==> src/rtl/mcs_pkg.sv <==
package mcs_pkg;

  typedef enum logic [2:0] {
    ST_IDLE  = 3'd0,
    ST_SETUP = 3'd1,
    ST_STRB1 = 3'd2,
    ST_STRB2 = 3'd3,
    ST_HOLD  = 3'd4
  } mcs_state_e;

  // Strobes from the control to the datapath
  typedef struct packed {
    logic accept;    // latch request this edge
    logic ceOn;      // card enable window
    logic strobeOn;  // OE or WE window
    logic capture;   // last strobe edge, wait released
  } mcs_ctl_t;

endpackage

==> src/rtl/mcs_ctrl.sv <==
module mcs_ctrl
  import mcs_pkg::*;
(
  input  logic     clk,
  input  logic     rstN,
  input  logic     reqValid,
  input  logic     cfgLateAssert,
  input  logic     cfgLateNegate,
  input  logic     waitN,
  output logic     ready,
  output mcs_ctl_t ctl
);

  mcs_state_e state, stateNxt;
  logic lateNegQ;

  always_comb begin
    ready        = (state == ST_IDLE);
    ctl.accept   = ready && reqValid;
    ctl.ceOn     = (state != ST_IDLE);
    ctl.strobeOn = (state == ST_STRB1) || (state == ST_STRB2);
    ctl.capture  = (state == ST_STRB2) && waitN;
  end

  always_comb begin
    stateNxt = state;
    unique case (state)
      ST_IDLE:  if (reqValid) stateNxt = cfgLateAssert ? ST_SETUP : ST_STRB1;
      ST_SETUP: stateNxt = ST_STRB1;
      ST_STRB1: stateNxt = ST_STRB2;
      ST_STRB2: if (waitN) stateNxt = lateNegQ ? ST_HOLD : ST_IDLE;
      ST_HOLD:  stateNxt = ST_IDLE;
      default:  stateNxt = ST_IDLE;
    endcase
  end

  always_ff @(posedge clk or negedge rstN) begin
    if (!rstN) begin
      state    <= ST_IDLE;
      lateNegQ <= 1'b0;
    end else begin
      state <= stateNxt;
      if (ctl.accept) lateNegQ <= cfgLateNegate;
    end
  end

  // a low wait in the final strobe state holds that state
  p_wait_hold_r6: assert property (@(posedge clk) disable iff (!rstN)
    (state == ST_STRB2 && !waitN) |=> (state == ST_STRB2));

  // setup state always leads into the strobe
  p_setup_to_strobe_r3: assert property (@(posedge clk) disable iff (!rstN)
    (state == ST_SETUP) |=> (state == ST_STRB1));

  // strobe always covers at least two states
  p_two_strobe_states_r2: assert property (@(posedge clk) disable iff (!rstN)
    (state == ST_STRB1) |=> (state == ST_STRB2));

  // hold state lasts one clock then returns to idle
  p_hold_single_r4: assert property (@(posedge clk) disable iff (!rstN)
    (state == ST_HOLD) |=> (state == ST_IDLE));

endmodule

==> src/rtl/mcs_datapath.sv <==
module mcs_datapath
  import mcs_pkg::*;
#(
  parameter int ADDR_W = 16,
  parameter int LANE_W = 8
) (
  input  logic                clk,
  input  logic                rstN,
  input  mcs_ctl_t            ctl,
  input  logic [ADDR_W-1:0]   reqAddr,
  input  logic                reqWrite,
  input  logic                reqWord,
  input  logic [2*LANE_W-1:0] reqWdata,
  input  logic [2*LANE_W-1:0] dataIn,
  output logic [ADDR_W-1:0]   cardAddr,
  output logic                ce1N,
  output logic                ce2N,
  output logic                oeN,
  output logic                weN,
  output logic [2*LANE_W-1:0] dataOut,
  output logic                dataOe,
  output logic [2*LANE_W-1:0] rdData,
  output logic                done
);

  localparam int BUS_W = 2 * LANE_W;
  localparam int NLANE = 2;

  logic [ADDR_W-1:0] addrQ;
  logic              writeQ;
  logic              wordQ;
  logic [BUS_W-1:0]  wdataQ;
  logic [BUS_W-1:0]  rdNext;

  always_ff @(posedge clk or negedge rstN) begin
    if (!rstN) begin
      addrQ  <= '0;
      writeQ <= 1'b0;
      wordQ  <= 1'b0;
      wdataQ <= '0;
    end else if (ctl.accept) begin
      addrQ  <= reqWord ? {reqAddr[ADDR_W-1:1], 1'b0} : reqAddr;
      writeQ <= reqWrite;
      wordQ  <= reqWord;
      wdataQ <= reqWdata;
    end
  end

  // Lane steering: byte traffic always rides the lower lane
  for (genvar l = 0; l < NLANE; l++) begin : g_lane
    assign dataOut[l*LANE_W +: LANE_W] =
      wordQ ? wdataQ[l*LANE_W +: LANE_W] : wdataQ[0 +: LANE_W];
    if (l == 0) begin : g_low
      assign rdNext[l*LANE_W +: LANE_W] = dataIn[l*LANE_W +: LANE_W];
    end else begin : g_high
      assign rdNext[l*LANE_W +: LANE_W] =
        wordQ ? dataIn[l*LANE_W +: LANE_W] : '0;
    end
  end

  always_comb begin
    cardAddr = addrQ;
    ce1N     = !ctl.ceOn;
    ce2N     = !(ctl.ceOn && wordQ);
    oeN      = !(ctl.strobeOn && !writeQ);
    weN      = !(ctl.strobeOn && writeQ);
    dataOe   = ctl.ceOn && writeQ;
  end

  always_ff @(posedge clk or negedge rstN) begin
    if (!rstN) begin
      rdData <= '0;
      done   <= 1'b0;
    end else begin
      done <= ctl.capture;
      if (ctl.capture && !writeQ) rdData <= rdNext;
    end
  end

  // output enable and write enable never overlap
  p_oe_we_excl_r7: assert property (@(posedge clk) disable iff (!rstN)
    !(!oeN && !weN));

  // upper enable only inside the lower-enable window
  p_ce2_within_ce1_r8: assert property (@(posedge clk) disable iff (!rstN)
    !ce2N |-> !ce1N);

  // completion pulse is a single clock
  p_done_single_r10: assert property (@(posedge clk) disable iff (!rstN)
    done |=> !done);

  // address stays put for the whole enable window
  p_addr_hold_r11: assert property (@(posedge clk) disable iff (!rstN)
    (!ce1N && $past(!ce1N)) |-> $stable(cardAddr));

  // strobes only inside the card-enable window
  p_strobe_in_ce_r7: assert property (@(posedge clk) disable iff (!rstN)
    (!oeN || !weN) |-> !ce1N);

endmodule

==> src/rtl/memcard_strobe_seq.sv <==
module memcard_strobe_seq
  import mcs_pkg::*;
#(
  parameter int ADDR_W = 16,
  parameter int LANE_W = 8
) (
  input  logic                clk,
  input  logic                rstN,
  input  logic                reqValid,
  output logic                reqReady,
  input  logic [ADDR_W-1:0]   reqAddr,
  input  logic                reqWrite,
  input  logic                reqWord,
  input  logic [2*LANE_W-1:0] reqWdata,
  input  logic                cfgLateAssert,
  input  logic                cfgLateNegate,
  input  logic                waitN,
  output logic [ADDR_W-1:0]   cardAddr,
  output logic                ce1N,
  output logic                ce2N,
  output logic                oeN,
  output logic                weN,
  output logic [2*LANE_W-1:0] dataOut,
  output logic                dataOe,
  input  logic [2*LANE_W-1:0] dataIn,
  output logic [2*LANE_W-1:0] rdData,
  output logic                done
);

  mcs_ctl_t ctl;

  mcs_ctrl u_ctrl (
    .clk           (clk),
    .rstN          (rstN),
    .reqValid      (reqValid),
    .cfgLateAssert (cfgLateAssert),
    .cfgLateNegate (cfgLateNegate),
    .waitN         (waitN),
    .ready         (reqReady),
    .ctl           (ctl)
  );

  mcs_datapath #(.ADDR_W(ADDR_W), .LANE_W(LANE_W)) u_dp (
    .clk      (clk),
    .rstN     (rstN),
    .ctl      (ctl),
    .reqAddr  (reqAddr),
    .reqWrite (reqWrite),
    .reqWord  (reqWord),
    .reqWdata (reqWdata),
    .dataIn   (dataIn),
    .cardAddr (cardAddr),
    .ce1N     (ce1N),
    .ce2N     (ce2N),
    .oeN      (oeN),
    .weN      (weN),
    .dataOut  (dataOut),
    .dataOe   (dataOe),
    .rdData   (rdData),
    .done     (done)
  );

endmodule

==> config.mk <==
export PLATFORM = sky130hd
export DESIGN_NAME = memcard_strobe_seq
export DESIGN_NICKNAME = d
export VERILOG_FILES = /design/src/rtl/mcs_pkg.sv /design/src/rtl/mcs_ctrl.sv /design/src/rtl/mcs_datapath.sv /design/src/rtl/memcard_strobe_seq.sv
export SDC_FILE = /design/constraint.sdc
export NUM_CORES = 1
export LEC_CHECK = 0
export BUFFER_PORTS_ARGS = -buffer_cell sky130_fd_sc_hd__buf_4
export CAP_MARGIN = 20
export CORE_MARGIN = 8
export CORE_UTILIZATION = 45
export CTS_CLUSTER_DIAMETER = 40
export DETAILED_ROUTE_END_ITERATION = 10
export PLACE_DENSITY = 0.78
export SYNTH_ARGS = -nofsm -noshare
export SYNTH_HDL_FRONTEND = slang
export SYNTH_HIERARCHICAL = 1
export SYNTH_SLANG_ARGS = --single-unit
==> constraint.sdc <==
create_clock -name clk -period 1.9 [get_ports clk]
set_input_delay 0.095 -clock clk [delete_from_list [all_inputs] [get_ports clk]]
set_output_delay 0.095 -clock clk [all_outputs]
set_load 0.02 [all_outputs]
==> metrics.yaml, run 1 <==
outcome:
  outcome: "finished, final reports clean"
worst_setup_path:
  rr_worst_depth: 4
  timing.critical_path.required_ns: 1.80
  timing.critical_path.arrival_ns: 1.54
  critical_path_class: "reg -> out"
  crit_path_start_kind: "flop"
  timing.critical_path.fanout_max: 7
  end_kind: "primary output"
route:
  drtPass1Iterations: 4
  detail_route.drc_violations: 0
  routedWlPerCell_um: 16.0
  vias: 1639
  starting_drc_count_in_detailed_routing: 52
  ant_nets: 0
  detail_route.wirelength_mm: 5.51
  viasPerCell: 4.76
sta:
  max_slew.worst_pin.slew_ns: 0.672
  finalCriticalPeriod_ns: 1.63
  clock-skew-final_ns: 0.00689
  grt_setup_unrepaired: "no"
  final_max_slew_viol_count: 0
  setup_violations: 0
  timing.setup.tns_ns: 0
  timing.final.hold_violations: 0
  final.hold.worst_slack_ns: 0.0104
  slew-limit-headroom: 0.552
  period_share: 0.859
  max_freq_ghz: 0.613
power_and_ir_drop:
  p_comb_frac: 0.524
  power_per_cell_area_nw_per_um2: 1730
  sequentialPowerShare: 0.368
  clock_power_share: 0.108
  leakage_nw: 1.61
  power.share.switching: 0.383
  power.internal_mw: 3.53
  power.switching_mw: 2.19
  irDropWorstVdd_mv: 0.873
floorplanning:
  start_util: 0.464
  die_area_um2: 7800
  fp.dieW_um: 88.3
  core_area_um2: 5070
  design.portCount: 111
  dieHeight_um: 88.3
  core.rowCount: 26
yosys:
  postSynthCellCount: 167
  synth-edff-count: 0
  yosys_most_used_dff: "sky130_fd_sc_hd__dfrtp_1"
  yosysSeqAreaShare: 0.584
  ys.warnings.count: 6
  ff_latch_count_synth: 55
  synthArstFlopShare: 1.00
  synth_net_count: 223
  synth.distinct_cells: 24
  synthesis.area_um2: 2350
  synth.avg_cell_area_um2: 14.1
global_routing:
  antenna_found_initial: 0
  grt_overflow_total: 0
  first_global_vias: 1772
  pin_count_of_the_biggest_net_entering_global_routing: 56
  grt_usage: 0.142
  grt_pass1_wl_mm: 8.64
cts:
  cts-buffers-inserted: 5
  insertion_delay_ns: 0.30
  number_of_cells_upsized_or_downsized_after_cts: 0
  post_cts_buffers: 0
  ctsHoldBuffers: 1
  tritoncts: "done"
  cts_max_path_buffers: 2
  cts_root_buffer: "sky130_fd_sc_hd__clkbuf_8"
  clock-sinks: 55
  path_clk_slew_ns: 0.09
  h-tree-depth: 2
cells_and_area:
  synthToLayoutAreaGrowth_pct: 40.1
  mostFrequentLayoutCells: "sky130_fd_sc_hd__buf_4, sky130_fd_sc_hd__dfrtp_1, sky130_fd_sc_hd__mux2_2"
  share_of_cells_above_drive_strength_1: 0.628
  antenna_cells_inserted: 0
  layout.nets: 329
  layout.cells.most_common: "sky130_fd_sc_hd__buf_4"
placement:
  gpl.final_weighted_congestion: 0.697
  buffers_on_ports: 110
  detailedPlacementHpwl_mm: 4.14
worst_hold_path:
  min_path_type: "in -> reg"
  hold_depth: 2
job:
  maxCapViolations: 0
-- state kept, by name (all words and copies together) (netlist names) --
register	cells
u_dp/writeQ	1
u_dp/rdData	16
u_dp/wdataQ	16
u_dp/wordQ	1
u_ctrl/lateNegQ	1
u_dp/cardAddr	16
u_dp/done	1
u_ctrl/state	3
-- cells in the mapped netlist, drive strengths merged, types with 2 or more instances --
cell | number | area (um2)
and2 | 2 | 12.5
buf | 16 | 119
dfrtp | 55 | 1380
inv | 11 | 41.3
mux2 | 50 | 571
mux2i | 8 | 80.1
nand2 | 10 | 37.5
nand2b | 2 | 12.5
nand3b | 2 | 15.0
nor2b | 2 | 12.5
-- path summary, 6_finish.rpt --
check                                            start                           end  slack [ns]
hold / removal                           cfgLateNegate   u_ctrl/lateNegQ$_DFFE_PN0P_        0.01
min in group asynchronous                         rstN  u_dp/cardAddr[3]$_DFFE_PN0P_        0.38
max in group asynchronous                         rstN  u_dp/cardAddr[1]$_DFFE_PN0P_        1.07
setup / recovery           u_ctrl/state[0]$_DFFE_PN0P_                        dataOe        0.27
setup reg to reg           u_ctrl/state[2]$_DFFE_PN0P_    u_dp/rdData[4]$_DFFE_PN0P_        0.30
hold reg to reg            u_ctrl/lateNegQ$_DFFE_PN0P_   u_ctrl/state[2]$_DFFE_PN0P_        0.48
-- metal layers --
layer,track usage,vias to the layer above,share of wire
li1,-,766,-
met1,0.152,805,0.38
met2,0.245,63,0.51
met3,0.0743,5,0.11
met4,0.0292,0,0.0073
met5,0,-,0
-- cell type report --
class | instances | area, um2
flip-flops and latches | 55 | 1380
inverters | 11 | 41.3
fillers | 434 | 1780
clock inverters | 1 | 5.00
multi-input cells | 85 | 821
well taps | 70 | 87.6
repair buffers | 115 | 891
clock buffers | 7 | 76.3
-- critical path, stage by stage (launching register included) --
cell and delay, ns:
sky130_fd_sc_hd__dfrtp_1 0.47, sky130_fd_sc_hd__or3_1 0.46, sky130_fd_sc_hd__and2_1 0.16, sky130_fd_sc_hd__buf_4 0.15
-- through the flow --
step	worst slack (ns)	cells	util	total power, mW	cell area (um2)
floorplan	0.290	167	-	3.96	2350
global placement	0.368	335	0.632	5.09	3210
detailed placement	0.318	335	0.632	5.16	3210
CTS	0.257	344	0.650	5.80	3300
global route	0.196	344	0.650	6.06	3300
finish	0.268	344	0.650	5.71	3300
-- power groups by stage --
stage               clock network, mW  registers, mW  logic (mW)
global route                    0.689           2.19        3.19
global placement                    0           2.11        2.98
detailed placement                  0           2.13        3.04
floorplan                           0           2.42        1.54
CTS                             0.641           2.11        3.05
finish                          0.620           2.10        2.99
-- logic make-up after synthesis --
family / Yosys count / synth area share
AO/OA/AOI/OAI: 4 / 0.0117
buffers and inverters: 27 / 0.0680
flip-flops: 55 / 0.584
multiplexers: 58 / 0.276
AND/OR/NAND/NOR: 23 / 0.0595
No activity file was read; power rests on OpenSTA's default activity.
==> inputs of run 2 (changes only) <==
clock period = 2.1 ns   (was 1.9 ns; I/O delays follow)
==> run 2 against run 1 <==
Against the previous run: sequential power decreased by 8%; final area decreased by 0.23%; critical path depth is 1 lower; clock skew decreased by 0.0022 ns; combinational power down 12%; utilization shrank 0.15 points; sequential share of layout area increased by 0.095 points; critical path type unchanged; count of clock-buffer cells in the layout shrank 2; sequential cell count unchanged.
==> metrics.yaml, run 2 (synthesis results as in run 1) <==
outcome:
  outcome: "finished, final reports clean"
power_and_ir_drop:
  sequentialPowerShare: 0.368
  power.switching_mw: 1.97
  clock_power_share: 0.128
  power.share.switching: 0.376
  power.internal_mw: 3.27
  power_per_cell_area_nw_per_um2: 1590
  irDropWorstVdd_mv: 0.827
  p_comb_frac: 0.504
  leakage_nw: 1.60
sta:
  final.hold.worst_slack_ns: 0.0154
  timing.setup.tns_ns: 0
  grt_setup_unrepaired: "no"
  finalCriticalPeriod_ns: 1.79
  final.setup.worst_slack_ns: 0.312
  slew-limit-headroom: 0.521
  clock-skew-final_ns: 0.00467
  timing.final.hold_violations: 0
  max_slew.worst_pin.slew_ns: 0.719
  setup_violations: 0
  max_freq_ghz: 0.559
  final_max_slew_viol_count: 0
  period_share: 0.852
global_routing:
  pin_count_of_the_biggest_net_entering_global_routing: 56
  grt_overflow_total: 0
  antenna_found_initial: 0
  grt_usage: 0.138
  grt_pass1_wl_mm: 8.34
  first_global_vias: 1748
worst_setup_path:
  critPathCapture: "dataOut[14]"
  crit_path_start_kind: "flop"
  timing.rr.start: "u_ctrl/state[2]$_DFFE_PN0P_"
  worstReg2RegEnd: "u_dp/rdData[0]$_DFFE_PN0P_"
  critical_path_class: "reg -> out"
  timing.critical_path.required_ns: 2.00
  r2r_setup_slack_ns: 0.43
  path_depth: 2
  critical_path.max_stage_delay_ns: 0.82
  end_kind: "primary output"
  cp.buffers_inverters: 1
  timing.critical_path.fanout_max: 18
  timing.critical_path.arrival_ns: 1.68
  worst_path_dominant_cell_family: "flip-flops"
  rr_worst_depth: 4
  timing.critical_path.slowest_stage_cell: "sky130_fd_sc_hd__dfrtp_1"
  crit_chain: "mux2_2, buf_4"
  worstSetupStartpoint: "u_dp/wordQ$_DFFE_PN0P_"
placement:
  gpl.final_weighted_congestion: 0.703
  detailedPlacementHpwl_mm: 3.98
  buffers_on_ports: 110
  pre_cts_ws_ns: 0.427
floorplanning:
  die_area_um2: 7800
  fp.dieW_um: 88.3
  dieHeight_um: 88.3
  start_util: 0.464
  design.portCount: 111
  core.rowCount: 26
  core_area_um2: 5070
cts:
  cts-buffers-inserted: 5
  cts_max_path_buffers: 2
  post_cts_buffers: 0
  insertion_delay_ns: 0.30
  tritoncts: "done"
  cts_root_buffer: "sky130_fd_sc_hd__clkbuf_8"
  path_clk_slew_ns: 0.09
  clock-sinks: 55
  h-tree-depth: 2
route:
  sum_of_met3_wire_segment_lengths_after_detailed_routing_um: 544
  detail_route.wirelength_mm: 5.30
  dr.max_layer_used: "met4"
  drtPass1Iterations: 2
  routedWlPerCell_um: 15.5
  detail_route.drc_violations: 0
  vias: 1609
  met2RoutedLength_mm: 2.58
  routedLengthMet1_mm: 2.09
  ant_nets: 0
  viasPerCell: 4.70
  starting_drc_count_in_detailed_routing: 47
cells_and_area:
  antenna_cells_inserted: 0
  layout.cells.most_common: "sky130_fd_sc_hd__buf_4"
  mostFrequentLayoutCells: "sky130_fd_sc_hd__buf_4, sky130_fd_sc_hd__dfrtp_1, sky130_fd_sc_hd__mux2_2"
  synthToLayoutAreaGrowth_pct: 39.7
  share_of_cells_above_drive_strength_1: 0.632
  layout.nets: 328
job:
  maxCapViolations: 0
worst_hold_path:
  min_path_type: "in -> reg"
[run 2: changes by cell type in the layout (fill, tap and decap cells not counted), sizes merged]
| cell | previous run | this run |
|---|---|---|
| clkbuf | 7 | 5 |
| clkinv | 1 | 0 |
| buf | 114 | 113 |
| clkinvlp | 0 | 1 |
| bufinv | 0 | 1 |
[run 2: worst min-delay path by stage]
stage | from | end | slack, ns | depth (start not counted)
after CTS | cfgLateNegate | u_ctrl/lateNegQ$_DFFE_PN0P_ | 0.003 | 2
after detailed placement | rstN | u_dp/cardAddr[12]$_DFFE_PN0P_ | 0.19 | 1
final | cfgLateNegate | u_ctrl/lateNegQ$_DFFE_PN0P_ | 0.02 | 2
after global routing | reqAddr[14] | u_dp/cardAddr[14]$_DFFE_PN0P_ | 0.007 | 2
after floorplan | rstN | u_ctrl/lateNegQ$_DFFE_PN0P_ | -0.19 | 0
after global placement | rstN | u_dp/cardAddr[12]$_DFFE_PN0P_ | 0.20 | 1
[run 2: what timing repair did]
item / in CTS / in global routing
gates resized for setup: 0 / 0
endpoints found under the hold margin: 55 / 0
hold buffers: 1 / 0
[run 2: per-stage QoR]
stage / cell area, um2 / power [mW] / util / std cells
after floorplan: 2350 / 3.58 / - / 167
after CTS: 3290 / 5.32 / 0.648 / 342
final: 3290 / 5.24 / 0.648 / 342
after detailed placement: 3170 / 4.63 / 0.625 / 334
after global routing: 3290 / 5.55 / 0.648 / 342
after global placement: 3170 / 4.56 / 0.625 / 334
[run 2: worst reg2reg max path, stage by stage (launching register included)]
cell and delay (ns):
sky130_fd_sc_hd__dfrtp_1 0.48, sky130_fd_sc_hd__and4b_1 0.32, sky130_fd_sc_hd__nor2b_2 0.14, sky130_fd_sc_hd__buf_4 0.26
sky130_fd_sc_hd__mux2_2 0.37
[run 2: layout make-up]
| type | count | area (um2) |
|---|---|---|
| clock inverters | 2 | 37.5 |
| clock buffers | 5 | 68.8 |
| well taps | 70 | 87.6 |
| repair buffers | 114 | 858 |
| multi-input cells | 85 | 821 |
| fillers | 440 | 1780 |
| flip-flops and latches | 55 | 1380 |
| inverters | 11 | 41.3 |
[run 2: power by group through the flow]
stage	logic [mW]	clock network [mW]	registers, mW
2_1_floorplan	1.39	0	2.19
3_3_place_gp	2.64	0	1.92
3_5_place_dp	2.68	0	1.95
4_1_cts	2.69	0.702	1.93
5_1_grt	2.81	0.737	2.01
6_report	2.64	0.672	1.93
[run 2: routing by layer]
metal | GRT usage | vias up
met2 | 0.227 | 62
met5 | 0 | -
met4 | 0.0553 | 0
li1 | - | 757
met3 | 0.0594 | 10
met1 | 0.152 | 780
